$ cat src/rtl/mdio_pkg.sv
package mdio_pkg;
   typedef enum logic [1:0] {
      RA_CTRL = 2'd0,
      RA_DATA = 2'd1,
      RA_CMD  = 2'd2,
      RA_NONE = 2'd3
   } mdio_reg_e;

   localparam logic [1:0] SOF_BITS  = 2'b01;
   localparam logic [1:0] OPC_READ  = 2'b10;
   localparam logic [1:0] OPC_WRITE = 2'b01;
   localparam logic [1:0] TA_WRITE  = 2'b10;
endpackage

$ cat src/rtl/mdio_clkdiv.sv
module mdio_clkdiv #(
   parameter int DIV_W = 8
) (
   input  logic             clk,
   input  logic             rst_n,
   input  logic             run,
   input  logic [DIV_W-1:0] div,
   output logic             mdc,
   output logic             rise_stb,
   output logic             fall_stb
);
   logic [DIV_W-1:0] half;
   logic [DIV_W-1:0] cnt;
   logic             wrap;

   // half period in system clocks, never below one
   always_comb begin
      if (div[DIV_W-1:1] == '0) half = DIV_W'(1);
      else                      half = {1'b0, div[DIV_W-1:1]};
      wrap     = run && (cnt == half - DIV_W'(1));
      rise_stb = wrap && !mdc;
      fall_stb = wrap && mdc;
   end

   always_ff @(posedge clk or negedge rst_n) begin
      if (!rst_n) begin
         cnt <= '0;
         mdc <= 1'b0;
      end else if (!run) begin
         cnt <= '0;
         mdc <= 1'b0;
      end else if (wrap) begin
         cnt <= '0;
         mdc <= ~mdc;
      end else begin
         cnt <= cnt + DIV_W'(1);
      end
   end
endmodule

$ cat src/rtl/mdio_insync.sv
module mdio_insync #(
   parameter int STAGES = 0
) (
   input  logic clk,
   input  logic rst_n,
   input  logic d,
   output logic q
);
   generate
      if (STAGES == 0) begin : g_direct
         assign q = d;
      end else if (STAGES == 1) begin : g_one
         logic r;
         always_ff @(posedge clk or negedge rst_n) begin
            if (!rst_n) r <= 1'b1;
            else        r <= d;
         end
         assign q = r;
      end else begin : g_chain
         logic [STAGES-1:0] r;
         always_ff @(posedge clk or negedge rst_n) begin
            if (!rst_n) r <= '1;
            else        r <= {r[STAGES-2:0], d};
         end
         assign q = r[STAGES-1];
      end
   endgenerate
endmodule

$ cat src/rtl/mdio_frame_seq.sv
module mdio_frame_seq
   import mdio_pkg::*;
#(
   parameter int PHY_AW  = 5,
   parameter int REG_AW  = 5,
   parameter int DATA_W  = 16,
   parameter int PRE_LEN = 32
) (
   input  logic              clk,
   input  logic              rst_n,
   input  logic              start,
   input  logic              start_rd,
   input  logic              start_nopre,
   input  logic [PHY_AW-1:0] phy,
   input  logic [REG_AW-1:0] regad,
   input  logic [DATA_W-1:0] wdata,
   input  logic              rise_stb,
   input  logic              fall_stb,
   input  logic              mdio_in,
   output logic              busy,
   output logic              rd_op,
   output logic              mdio_o,
   output logic              mdio_oe,
   output logic              rd_done,
   output logic [DATA_W-1:0] rd_word
);
   localparam int HDR_W   = 4 + PHY_AW + REG_AW;
   localparam int FRAME_W = HDR_W + 2 + DATA_W;
   localparam int TOT_W   = PRE_LEN + FRAME_W;
   localparam int TA_POS  = PRE_LEN + HDR_W;
   localparam int DAT_POS = TA_POS + 2;
   localparam int LAST    = TOT_W - 1;
   localparam int IDX_W   = $clog2(TOT_W + 1);

   logic [FRAME_W-1:0] frame;
   logic [TOT_W-1:0]   load_word;
   logic [TOT_W-1:0]   shreg;
   logic [IDX_W-1:0]   idx;
   logic [DATA_W-1:0]  rx;
   logic               at_last;

   always_comb begin
      frame = {SOF_BITS, (start_rd ? OPC_READ : OPC_WRITE), phy, regad,
               TA_WRITE, (start_rd ? {DATA_W{1'b0}} : wdata)};
      if (start_nopre) load_word = {frame, {PRE_LEN{1'b0}}};
      else             load_word = {{PRE_LEN{1'b1}}, frame};
   end

   assign at_last = (idx == IDX_W'(LAST));

   always_ff @(posedge clk or negedge rst_n) begin
      if (!rst_n) begin
         busy  <= 1'b0;
         rd_op <= 1'b0;
         idx   <= '0;
         shreg <= '0;
         rx    <= '0;
      end else if (start && !busy) begin
         busy  <= 1'b1;
         rd_op <= start_rd;
         idx   <= start_nopre ? IDX_W'(PRE_LEN) : '0;
         shreg <= load_word;
         rx    <= '0;
      end else if (busy) begin
         if (rise_stb && idx >= IDX_W'(DAT_POS))
            rx <= {rx[DATA_W-2:0], mdio_in};
         if (fall_stb) begin
            if (at_last) begin
               busy <= 1'b0;
            end else begin
               idx   <= idx + IDX_W'(1);
               shreg <= {shreg[TOT_W-2:0], 1'b0};
            end
         end
      end
   end

   assign mdio_o  = shreg[TOT_W-1];
   assign mdio_oe = busy && !(rd_op && idx >= IDX_W'(TA_POS));
   assign rd_done = busy && rd_op && fall_stb && at_last;
   assign rd_word = rx;
endmodule

$ cat src/rtl/mdio_master.sv
module mdio_master
   import mdio_pkg::*;
#(
   parameter int DIV_W       = 8,
   parameter int DIV_RST     = 32,
   parameter int PHY_AW      = 5,
   parameter int REG_AW      = 5,
   parameter int DATA_W      = 16,
   parameter int PRE_LEN     = 32,
   parameter int HOST_W      = 16,
   parameter int SYNC_STAGES = 0
) (
   input  logic              clk,
   input  logic              rst_n,
   input  logic              reg_wr,
   input  logic [1:0]        reg_addr,
   input  logic [HOST_W-1:0] reg_wdata,
   output logic [DIV_W-1:0]  cfg_div,
   output logic              cfg_nopre,
   output logic [DATA_W-1:0] mgmt_data,
   output logic              busy,
   output logic              mdc,
   output logic              mdio_o,
   output logic              mdio_oe,
   input  logic              mdio_i
);
   localparam int RD_BIT    = REG_AW + PHY_AW;
   localparam int WR_BIT    = RD_BIT + 1;
   localparam int NOPRE_BIT = DIV_W;

   generate
      if (HOST_W < WR_BIT + 1 || HOST_W < DATA_W || HOST_W < NOPRE_BIT + 1) begin : g_bad_host
         $fatal(1, "mdio_master: HOST_W too narrow for register fields");
      end
      if (DIV_RST < 2 || DIV_RST >= (1 << DIV_W)) begin : g_bad_div
         $fatal(1, "mdio_master: DIV_RST out of range");
      end
      if (PRE_LEN < 1 || DATA_W < 2) begin : g_bad_frame
         $fatal(1, "mdio_master: PRE_LEN and DATA_W too small");
      end
   endgenerate

   logic              wr_ok;
   logic              cmd_rd;
   logic              cmd_wr;
   logic              cmd_go;
   logic              rise_stb;
   logic              fall_stb;
   logic              seq_rd;
   logic              rd_done;
   logic [DATA_W-1:0] rd_word;
   logic              mdio_s;

   assign wr_ok  = reg_wr && !busy;
   assign cmd_rd = reg_wdata[RD_BIT];
   assign cmd_wr = reg_wdata[WR_BIT];
   assign cmd_go = wr_ok && (reg_addr == RA_CMD) && (cmd_rd ^ cmd_wr);

   always_ff @(posedge clk or negedge rst_n) begin
      if (!rst_n) begin
         cfg_div   <= DIV_W'(DIV_RST);
         cfg_nopre <= 1'b0;
         mgmt_data <= '0;
      end else begin
         if (rd_done)
            mgmt_data <= rd_word;
         else if (wr_ok && reg_addr == RA_DATA)
            mgmt_data <= reg_wdata[DATA_W-1:0];
         if (wr_ok && reg_addr == RA_CTRL) begin
            cfg_div   <= reg_wdata[DIV_W-1:0];
            cfg_nopre <= reg_wdata[NOPRE_BIT];
         end
      end
   end

   mdio_clkdiv #(.DIV_W(DIV_W)) u_div (
      .clk      (clk),
      .rst_n    (rst_n),
      .run      (busy),
      .div      (cfg_div),
      .mdc      (mdc),
      .rise_stb (rise_stb),
      .fall_stb (fall_stb)
   );

   mdio_insync #(.STAGES(SYNC_STAGES)) u_sync (
      .clk   (clk),
      .rst_n (rst_n),
      .d     (mdio_i),
      .q     (mdio_s)
   );

   mdio_frame_seq #(
      .PHY_AW  (PHY_AW),
      .REG_AW  (REG_AW),
      .DATA_W  (DATA_W),
      .PRE_LEN (PRE_LEN)
   ) u_seq (
      .clk         (clk),
      .rst_n       (rst_n),
      .start       (cmd_go),
      .start_rd    (cmd_rd),
      .start_nopre (cfg_nopre),
      .phy         (reg_wdata[RD_BIT-1:REG_AW]),
      .regad       (reg_wdata[REG_AW-1:0]),
      .wdata       (mgmt_data),
      .rise_stb    (rise_stb),
      .fall_stb    (fall_stb),
      .mdio_in     (mdio_s),
      .busy        (busy),
      .rd_op       (seq_rd),
      .mdio_o      (mdio_o),
      .mdio_oe     (mdio_oe),
      .rd_done     (rd_done),
      .rd_word     (rd_word)
   );
endmodule

$ cat config.mk
export PLATFORM = sky130hd
export DESIGN_NAME = mdio_master
export DESIGN_NICKNAME = d
export VERILOG_FILES = /design/src/rtl/mdio_pkg.sv /design/src/rtl/mdio_clkdiv.sv /design/src/rtl/mdio_insync.sv /design/src/rtl/mdio_frame_seq.sv /design/src/rtl/mdio_master.sv
export SDC_FILE = /design/constraint.sdc
export NUM_CORES = 1
export LEC_CHECK = 0
export ABC_AREA = 1
export ABC_CLOCK_PERIOD_IN_PS = 2850
export BUFFER_PORTS_ARGS = -buffer_cell sky130_fd_sc_hd__buf_2
export CELL_PAD_IN_SITES_DETAIL_PLACEMENT = 0
export CELL_PAD_IN_SITES_GLOBAL_PLACEMENT = 1
export CORE_ASPECT_RATIO = 1.4
export CORE_MARGIN = 1.5
export CORE_UTILIZATION = 45
export DETAILED_ROUTE_END_ITERATION = 16
export PLACE_DENSITY = 0.8
export SYNTH_ARGS = -nofsm -noshare
export SYNTH_HDL_FRONTEND = slang
export SYNTH_SLANG_ARGS = --single-unit
$ cat constraint.sdc
create_clock -name clk -period 2.85 [get_ports clk]
set_input_delay 0.1425 -clock clk [delete_from_list [all_inputs] [get_ports clk]]
set_output_delay 0.1425 -clock clk [all_outputs]
set_load 0.005 [all_outputs]
==> results of run 1 <==
-- layout make-up --
| type | count | area [um2] |
|---|---|---|
| fill | 1319 | 6130 |
| sequential | 123 | 3080 |
| multi-input combinational | 507 | 2670 |
| timing repair buffer | 82 | 652 |
| clock buffer | 26 | 529 |
| inverter | 127 | 477 |
| tap | 185 | 231 |
| clock inverter | 5 | 80.1 |
-- cell usage after synthesis, types with 5 or more instances --
| master | instances |
|---|---|
| nand2_1 | 201 |
| dfrtp_1 | 122 |
| inv_1 | 121 |
| o21ai_0 | 52 |
| nand3_1 | 51 |
| o21ai_1 | 45 |
| nor2_1 | 34 |
| o22ai_1 | 26 |
| a22oi_1 | 25 |
| clkbuf_1 | 24 |
| nand4_1 | 18 |
| buf_6 | 11 |
| a21oi_1 | 7 |
| o21ai_2 | 7 |
| xor2_1 | 7 |
| buf_2 | 6 |
| nor3_1 | 5 |
| xnor2_1 | 5 |
-- state kept, by name, indices dropped and copies added (netlist names), 7 cells and up --
name	flops
cfg_div	8
mgmt_data	16
u_div.cnt	8
u_seq.idx	7
u_seq.rd_word	16
u_seq.shreg	64
-- metal layers --
layer | up-vias | GRT usage [%] | part of all wire, %
met4 | 0 | 7.47 | 1.7
met1 | 2746 | 30.2 | 43
met5 | - | 0 | 0
met3 | 29 | 4.67 | 5.0
li1 | 2710 | - | -
met2 | 201 | 38.8 | 50
-- final timing paths --
path / end / slack (ns) / cells after the start
worst max-delay path: mgmt_data[12] / 0.08 / 20
worst min-delay path: mgmt_data[12] / 0.03 / 5
worst max register to register: mgmt_data[12] / 0.08 / 20
worst min register to register: u_seq.shreg[49] / 0.49 / 2
max in group asynchronous: u_seq.shreg[5] / 1.52 / 3
min in group asynchronous: u_div.cnt[0] / 0.43 / 2
-- per-stage QoR --
| step | TNS (ns) | std cells | hold WS (ns) | area [um2] |
|---|---|---|---|---|
| global route | -1.49 | 1055 | 0.0494 | 7720 |
| floorplan | 0 | 800 | -0.153 | 6340 |
| global placement | 0 | 1011 | 0.366 | 6780 |
| finish | 0 | 1055 | 0.0281 | 7720 |
| detailed placement | 0 | 1011 | 0.367 | 6780 |
| CTS | 0 | 1043 | 0.0283 | 7400 |
-- cells by family after synthesis --
| group | Yosys count |
|---|---|
| and+or+nand+nor | 323 |
| buffers and inverters | 172 |
| AOI/OAI and AO/OA | 166 |
| DFF | 123 |
| xor gates and xnor gates | 12 |
| adders and majority gates | 4 |
-- placed cells by master, fill, tap and decap left out, drive strengths merged, types with 4 or more instances in the layout --
cell type,Yosys,routed
a21oi,7,7
a22oi,25,25
buf,21,77
clkbuf,24,30
clkinv,3,4
dfrtp,122,122
ha,4,4
inv,124,124
nand2,202,202
nand3,54,56
nand4,18,18
nor2,39,39
nor3,6,6
o21ai,104,104
o22ai,26,26
xnor2,5,5
xor2,7,7
-- worst max-delay path, delay by kind of cell, from the launching register on --
family,cells,cell delay (ns)
xor+xnor,1,0.17
fa+ha+maj,1,0.17
buf+inv,4,0.42
flops,1,0.52
simple gates,14,1.45
-- power by group through the flow --
| stage | clock, mW | combinational [mW] | sequential, mW |
|---|---|---|---|
| floorplan | 0 | 0.0343 | 1.79 |
| global placement | 0 | 0.107 | 1.79 |
| detailed placement | 0 | 0.109 | 1.79 |
| CTS | 2.23 | 0.110 | 1.76 |
| global route | 2.32 | 0.125 | 1.76 |
| finish | 2.20 | 0.107 | 1.76 |
-- repair_timing --
item                                   CTS  global route
hold buffers                             1             0
buffers inserted                         0             6
endpoints found under the hold margin   75             0
gates resized for setup                  0            31
setup endpoints to repair                0            86
==> metrics, run 1 <==
vias 5,686; Routed Antenna Nets 0; slowest stage delay, CP 0.52 ns; first-pass GRT wire length 26,500 um; CTS tree done; Port Buffers 50; CTS HTree Levels 4; clock share of power around 54%; Cell Area, Synth ~6300 um2; final hold violations 0; Yosys cell types 37; vias in the first global route approximately 5,300; initial core utilization 45.8%; Mean Syn Cell Area approximately 8 um2; diodes inserted 0; min cycle time layout 2.77 ns; CP startpoint cfg_div[5]; Peak VDD IR 0.420 mV; post-synthesis compound-gate area fraction 15.2%; WP data required 3.21 ns; later-pin clock latency in the skew report roughly 0.42 ns; Core Box Area 13,800 um2; Adder-Cell Fraction of Synth Area 0.789%; fin nets between 800 and 900; IO Pins 51; synth-to-layout area growth 21.7%; Seq cells post-synth 123; Pre-antenna DRT Iters 5; worst r2r src cfg_div[5]; Hold Path Class in2reg; mux cell area share after synthesis 0%; CTS root buffer clkbuf_16; DR vias/cell ~5.4; Seq/Total Area, Yosys 48.5%; power per cell area approximately 530 nW/um2; internal power 3.23 mW; GRT Resource Usage Total roughly a quarter; type of the worst setup path reg2reg; die height about 140 um; MaxCap Viol Count 0; Slew @ Worst Pin approximately 1.1 ns; fin crit share just under 100%; Placement Setup Slack 0.0532 ns; RSZ-0062 raised after global routing true; Post-synth EDFFs 0; Top FF cell, synth dfrtp_1; Async S/R FF share, synth 100%; status completed; Final Util 55.7%; Post-Synth XOR/XNOR Area between 1.5 and 2%; Clock Tree Buf Depth 2; Num Clock Sinks around 120; worst-path fanout max 8; count of warnings emitted by yosys 0; grt total ovfl 0; static leakage 3.97 nW; TritonCTS buffer count 17; Max Freq 361 MHz; WL final 17,000 um; share of power burned in registers 43.3%; Area contributors post-synth dfrtp_1 48%, nand2_1 12%, inv_1 7.2%, o21ai_0 4.1%, nand3_1 4.0%; DRT iter0 DRCs 418; initial antenna violation count 0; max_slew headroom 28.0%; share of the synthesized area in the top cell type 48.1%; crit start category flip-flop; num rows around 50; setup slack after layout 0.0786 ns; post-synthesis simple-gate area fraction about 22%; Final Wtd Congestion 0.797; Comb power frac 2.6%; Slowest cell on crit path dfstp_2; hold_sp reg_wdata[12]; total power 4.07 mW; die width 103 um; CP arrival approximately 3.1 ns; worst path cell trace nor2_1 > nand2_1 > inv_1 > nand2_2 > nand2_2 > inv_2 > ha_4 > nand3_4 > nor2_4 > xor2_1 > nand2_1 > nor2_4 > nand3_2 > nor2_4 > buf_12 > buf_8 > nand3_4 > nand2_1 > nand2_1 > nand2_1; Slew Viols, Final 0; cell accounting for the most synthesized area dfrtp_1; Mapped Cells 800; main combinational cell family by area after synthesis simple AND/OR/NAND/NOR gates; largest net degree at the start of global routing 80; Setup crit end kind flip-flop; # setup viols final 0; most frequent CP cell nand2_1; syn nets ~830; WL per Instance 16.1 um; Psw 840 uW; DPL Wire Length around 11,000 um; layout cells sized above 1 approximately 18%; skew final 0.00839 ns; Sw Ratio 20.6%; Die Area 14,800 um2; clock slew at reported path FFs 0.06 ns; DRC Markers 0
Power figures use the tool's default switching activity.
==> inputs of run 2 (changes only) <==
--- a/config.mk
+++ b/config.mk
@@ -10,7 +10,7 @@
 export BUFFER_PORTS_ARGS = -buffer_cell sky130_fd_sc_hd__buf_2
 export CELL_PAD_IN_SITES_DETAIL_PLACEMENT = 0
 export CELL_PAD_IN_SITES_GLOBAL_PLACEMENT = 1
-export CORE_ASPECT_RATIO = 1.4
+export CORE_ASPECT_RATIO = 0.7
 export CORE_MARGIN = 1.5
 export CORE_UTILIZATION = 45
 export DETAILED_ROUTE_END_ITERATION = 16
==> run 2 against run 1 <==
Against the previous run: critical path depth unchanged; largest power group unchanged; non-clock buffer count down 2; global-route usage is 0.85 points lower; cell area fell by 0.34%; first-iteration DRC count increased by 5.0%; highest routed layer unchanged; critical endpoint is now u_seq.idx[3]; fmax rose by 2.9%; hold slack lost 0.011 ns; wire length is 1.4% lower; setup slack better by 0.078 ns.
==> metrics, run 2 (synthesis gave the netlist of run 1 again) <==
WP data required 3.21 ns; share of power burned in registers about two fifths; IO Pins 51; Setup crit end kind flip-flop; max reg flops between 60 and 70; initial antenna violation count 0; Slew @ Worst Pin 1.08 ns; multi-input logic area 2630 um2; Comb power frac 2.6%; worst hold slack 0.0172 ns; GRT Resource Usage Total about 22%; largest reg by FF count u_seq.shreg; Die Area approximately 15,000 um2; internal power 3.42 mW; num rows 36; clock slew at reported path FFs 0.06 ns; DR vias/cell 5.29; worst-path fanout max 10; later-pin clock latency in the skew report roughly 0.42 ns; Clock Tree Buf Depth 2; commonest non-fill, non-tap cell in the layout nand2_1; max_slew headroom between 20% and 30%; vias in the first global route 4,934; Peak VDD IR 0.422 mV; CTS HTree Levels 4; synth-to-layout area growth 21.2%; MaxCap Viol Count 0; skew final about 0.009 ns; die height 102 um; grt total ovfl 0; die width 145 um; static leakage between 3 and 4 nW; CTS tree done; initial core utilization 45.9%; Max Freq 371 MHz; Sw Ratio 20.8%; TritonCTS buffer count 17; WL per Instance 15.8 um; setup TNS 0 ns; fill cell count about 1,300; fin nets 883; type of the worst setup path reg2reg; first-pass GRT wire length 25,700 um; status completed; Hold Path Class in2reg; crit start category flip-flop; Routed Antenna Nets 0; DRC Markers 0; fin crit share 94.5%; WL final 16,800 um; Psw 896 uW; Pre-antenna DRT Iters 7; Final Wtd Congestion 0.878; DRT iter0 DRCs 439; Placed Cells incl. Taps about 1,000; power per cell area 561 nW/um2; most frequent cells in the layout 197 x nand2_1, 122 x dfrtp_1, 121 x inv_1, 52 x o21ai_0, 50 x nand3_1; Num Clock Sinks 123; CP arrival 3.05 ns; Slew Viols, Final 0; Port Buffers 50; register area 3080 um2; # setup viols final 0; CTS root buffer clkbuf_16; largest net degree at the start of global routing 67; total power ~4.3 mW; layout cells sized above 1 approximately 16%; final hold violations 0; clock share of power roughly 57%; DPL Wire Length 11,000 um; diodes inserted 0; Core Box Area 13,800 um2; vias ~5,600; Final Instance Count excl. Fillers around 1,100; min cycle time layout 2.69 ns
## run 2: changes by cell type in the layout (fill, tap and decap cells not counted), sizes merged
| cell | previous run | this run |
|---|---|---|
| nand2 | 202 | 203 |
| buf | 77 | 76 |
| bufinv | 2 | 6 |
| clkinv | 4 | 8 |
| inv | 124 | 125 |
| clkinvlp | 2 | 1 |
| clkbuf | 30 | 22 |
## run 2: layout make-up
| type | instances | area share (%) |
|---|---|---|
| clock inverters | 13 | 2.88 |
| repair buffers | 80 | 8.00 |
| well taps | 190 | 3.09 |
| clock buffers | 19 | 5.63 |
| flip-flops and latches | 123 | 40.0 |
| inverters | 127 | 6.20 |
| multi-input cells | 508 | 34.2 |
## run 2: power groups by stage
| stage | logic, mW | registers [mW] | clock network (mW) |
|---|---|---|---|
| 4_1_cts | 0.114 | 1.76 | 2.47 |
| 3_5_place_dp | 0.112 | 1.79 | 0 |
| 6_report | 0.110 | 1.76 | 2.45 |
| 5_1_grt | 0.127 | 1.76 | 2.55 |
| 2_1_floorplan | 0.0343 | 1.79 | 0 |
| 3_3_place_gp | 0.110 | 1.79 | 0 |
## run 2: path summary, 6_finish.rpt
check / from / endpoint / slack, ns / cells after the start
hold / removal: reg_wdata[13] / mgmt_data[13] / 0.02 / 5
min in group asynchronous: rst_n / u_seq.shreg[41] / 0.10 / 2
setup / recovery: cfg_div[5] / u_seq.idx[3] / 0.16 / 20
max in group asynchronous: rst_n / u_seq.rd_word[5] / 1.89 / 3
setup reg to reg: cfg_div[5] / u_seq.idx[3] / 0.16 / 20
hold reg to reg: u_seq.shreg[30] / u_seq.shreg[31] / 0.49 / 2
## run 2: routing by layer
| metal | vias to the layer above | wire length (um) | track usage (%) | share of wire (%) |
|---|---|---|---|---|
| li1 | 2725 | - | - | - |
| met1 | 2698 | 8100 | 32.5 | 48 |
| met2 | 170 | 7540 | 33.5 | 45 |
| met3 | 12 | 981 | 4.96 | 5.9 |
| met4 | 0 | 133 | 7.38 | 0.79 |
| met5 | - | 0 | 0 | 0 |
## run 2: stage by stage
stage	area, um2	utilization, %	worst slack, ns
finish	7690	55.6	0.157
floorplan	6340	-	0.320
CTS	7460	53.9	0.0339
detailed placement	6790	49.1	0.0773
global route	7690	55.6	-0.0362
global placement	6790	49.1	0.141
## run 2: repair_timing
action | in CTS | in global routing
hold buffers | 1 | 0
hold endpoints to repair | 75 | 0
gates resized for setup | 0 | 17
buffers inserted | 0 | 6
setup endpoints to repair | 0 | 83
## run 2: worst max-delay path: stages, from the launching register on
cell and delay, ns:
dfstp_2 0.52, nor2_1 0.04, nand2_1 0.11, inv_1 0.06
nand2_2 0.07, nand2_2 0.06, inv_2 0.07, ha_4 0.16
nand3_2 0.10, nor2_2 0.12, xor2_1 0.15, nand2_1 0.08
nor2_2 0.14, nand3_2 0.12, nor2_4 0.18, nand2_4 0.11
buf_8 0.15, clkinv_1 0.07, buf_4 0.13, nand3_1 0.07
nand2_1 0.10
==> inputs of run 3 (changes only) <==
--- a/config.mk
+++ b/config.mk
@@ -12,9 +12,9 @@
 export CELL_PAD_IN_SITES_GLOBAL_PLACEMENT = 1
 export CORE_ASPECT_RATIO = 0.7
 export CORE_MARGIN = 1.5
-export CORE_UTILIZATION = 45
+export CORE_UTILIZATION = 35
 export DETAILED_ROUTE_END_ITERATION = 16
-export PLACE_DENSITY = 0.8
+export PLACE_DENSITY = 0.65
 export SYNTH_ARGS = -nofsm -noshare
 export SYNTH_HDL_FRONTEND = slang
 export SYNTH_SLANG_ARGS = --single-unit
==> run 3 against run 2 <==
Against the previous run: clock power decreased by 11%; sequential cell count stayed put; global-route usage is 3.5 points lower; cell count grew 3.9%; sequential share of layout area decreased by 0.10 points; core utilization decreased by 11 points; clock-buffer cell count rose by 1; non-clock buffer count grew 1.
==> metrics, run 3 (synthesis gave the netlist of run 1 again) <==
status completed; type of the worst setup path reg2reg; WL per Instance 15.8 um; Core Box Area 17,500 um2; most frequent cells in the layout 195 x nand2_1, 122 x dfrtp_1, 120 x inv_1, 52 x o21ai_0, 49 x buf_2; met3 wire length 585 um; vias 5,466; Die Area 19,000 um2; max reg flops 64; commonest non-fill, non-tap cell in the layout nand2_1; largest net degree at the start of global routing 59; largest reg by FF count u_seq.shreg; clock slew at reported path FFs 0.06 ns; Final Wtd Congestion around 0.83; final hold violations 0; worst hold slack 0.0323 ns; CTS HTree Levels 4; num rows 40; WP data required 3.20 ns; DRT iter0 DRCs 488; worst hold path endpoint mgmt_data[13]; skew final 0.0103 ns; Routed Antenna Nets 0; # setup viols final 0; RSZ-0062 raised after global routing true; Num Clock Sinks about 120; hold_sp reg_wdata[13]; fin nets 883; Placement Setup Slack 0.0325 ns; die width 164 um; DR vias/cell roughly 5.0; r2r setup slk 0.16 ns; worst r2r src cfg_div[5]; DRC Markers 0; reg2reg end u_seq.shreg[61]; CTS tree done; met2 wire len around 7800 um; CTS root buffer clkbuf_16; Slew Viols, Final 0; initial core utilization 36.3%; grt total ovfl 0; power per cell area 526 nW/um2; IO Pins 51; layout cells sized above 1 roughly 17%; worst-path fanout max 9; Port Buffers 50; DR top layer met4; Placed Cells incl. Taps ~1,100; Peak VDD IR 0.267 mV; later-pin clock latency in the skew report 0.42 ns; Max Freq 372 MHz; min cycle time layout 2.69 ns; max_slew headroom roughly a fifth; total power 4.06 mW; diodes inserted 0; Setup crit end kind flip-flop; first-pass GRT wire length 27,400 um; WL met1 8870 um; Hold Path Class in2reg; finished layout cell area 7710 um2; GRT Resource Usage Total 19.0%; initial antenna violation count 0; die height 116 um; CP arrival approximately 3 ns; setup slack after layout 0.158 ns; Slew @ Worst Pin about 1.2 ns; Final Instance Count excl. Fillers 1,101; number of cells on the worst reg-to-reg path 19; static leakage a little under 4 nW; placed instance area slightly below 7000 um2; WL final 17,400 um; TritonCTS buffer count 17; Pre-antenna DRT Iters 5; fin crit share 94.4%; crit start category flip-flop; MaxCap Viol Count 0; vias in the first global route 5,045; DPL Wire Length 11,500 um; hold path cells 5; synth-to-layout area growth 21.6%; Clock Tree Buf Depth 2
-- run 3: metrics by stage --
stage          utilization, %  TNS, ns
2_1_floorplan               -        0
3_3_place_gp             39.1        0
5_1_grt                  44.1   -0.734
3_5_place_dp             39.1        0
4_1_cts                  42.6        0
6_report                 44.1        0
-- run 3: what timing repair did --
action                                  CTS  global route
resized for setup                         0            28
hold endpoints to repair                 36             0
hold buffers                              1             0
endpoints found under the setup margin    0            93
buffers inserted                          0             6
-- run 3: worst max path at each step --
| stage | from | to | slack (ns) |
|---|---|---|---|
| floorplan | cfg_div[5] | u_seq.shreg[47] | 0.32 |
| global placement | cfg_div[2] | mgmt_data[14] | 0.12 |
| detailed placement | cfg_div[5] | mgmt_data[1] | 0.03 |
| CTS | cfg_div[5] | mgmt_data[6] | 0.01 |
| global route | cfg_div[5] | u_seq.shreg[14] | -0.04 |
| finish | cfg_div[5] | u_seq.shreg[61] | 0.16 |
-- run 3: final cells by class --
type,count,area [um2]
Fill cell,1750,9760
Sequential cell,123,3080
Multi-Input combinational cell,507,2650
Timing Repair Buffer,81,613
Inverter,127,480
Clock buffer,20,467
Tap cell,231,289
Clock inverter,12,136
-- run 3: worst max-delay path: stages, from the launching register on --
cell and delay, ns:
dfstp_2 0.53, nor2_1 0.04, nand2_1 0.11, inv_2 0.04, nand2_2 0.08, nand2_2 0.06
inv_2 0.07, ha_4 0.17, nand3_4 0.09, nor2_4 0.12, xor2_1 0.15, nand2_1 0.10
nor2_4 0.11, nand3_2 0.11, nor2_4 0.20, nand2_4 0.11, nand2_8 0.13, buf_4 0.19
o21ai_1 0.12, nand2_1 0.08
-- run 3: layer usage --
layer	vias up	GRT usage [%]
met4	0	6.06
li1	2720	-
met5	-	0
met2	83	28.2
met1	2650	27.7
met3	13	3.83
-- run 3: power breakdown --
part | total (mW) | leakage, nW | internal [mW] | switching [mW]
combinational | 0.112 | 2.20 | 0.0291 | 0.0827
clock | 2.18 | 0.289 | 1.36 | 0.819
sequential | 1.76 | 1.46 | 1.76 | 0.00271
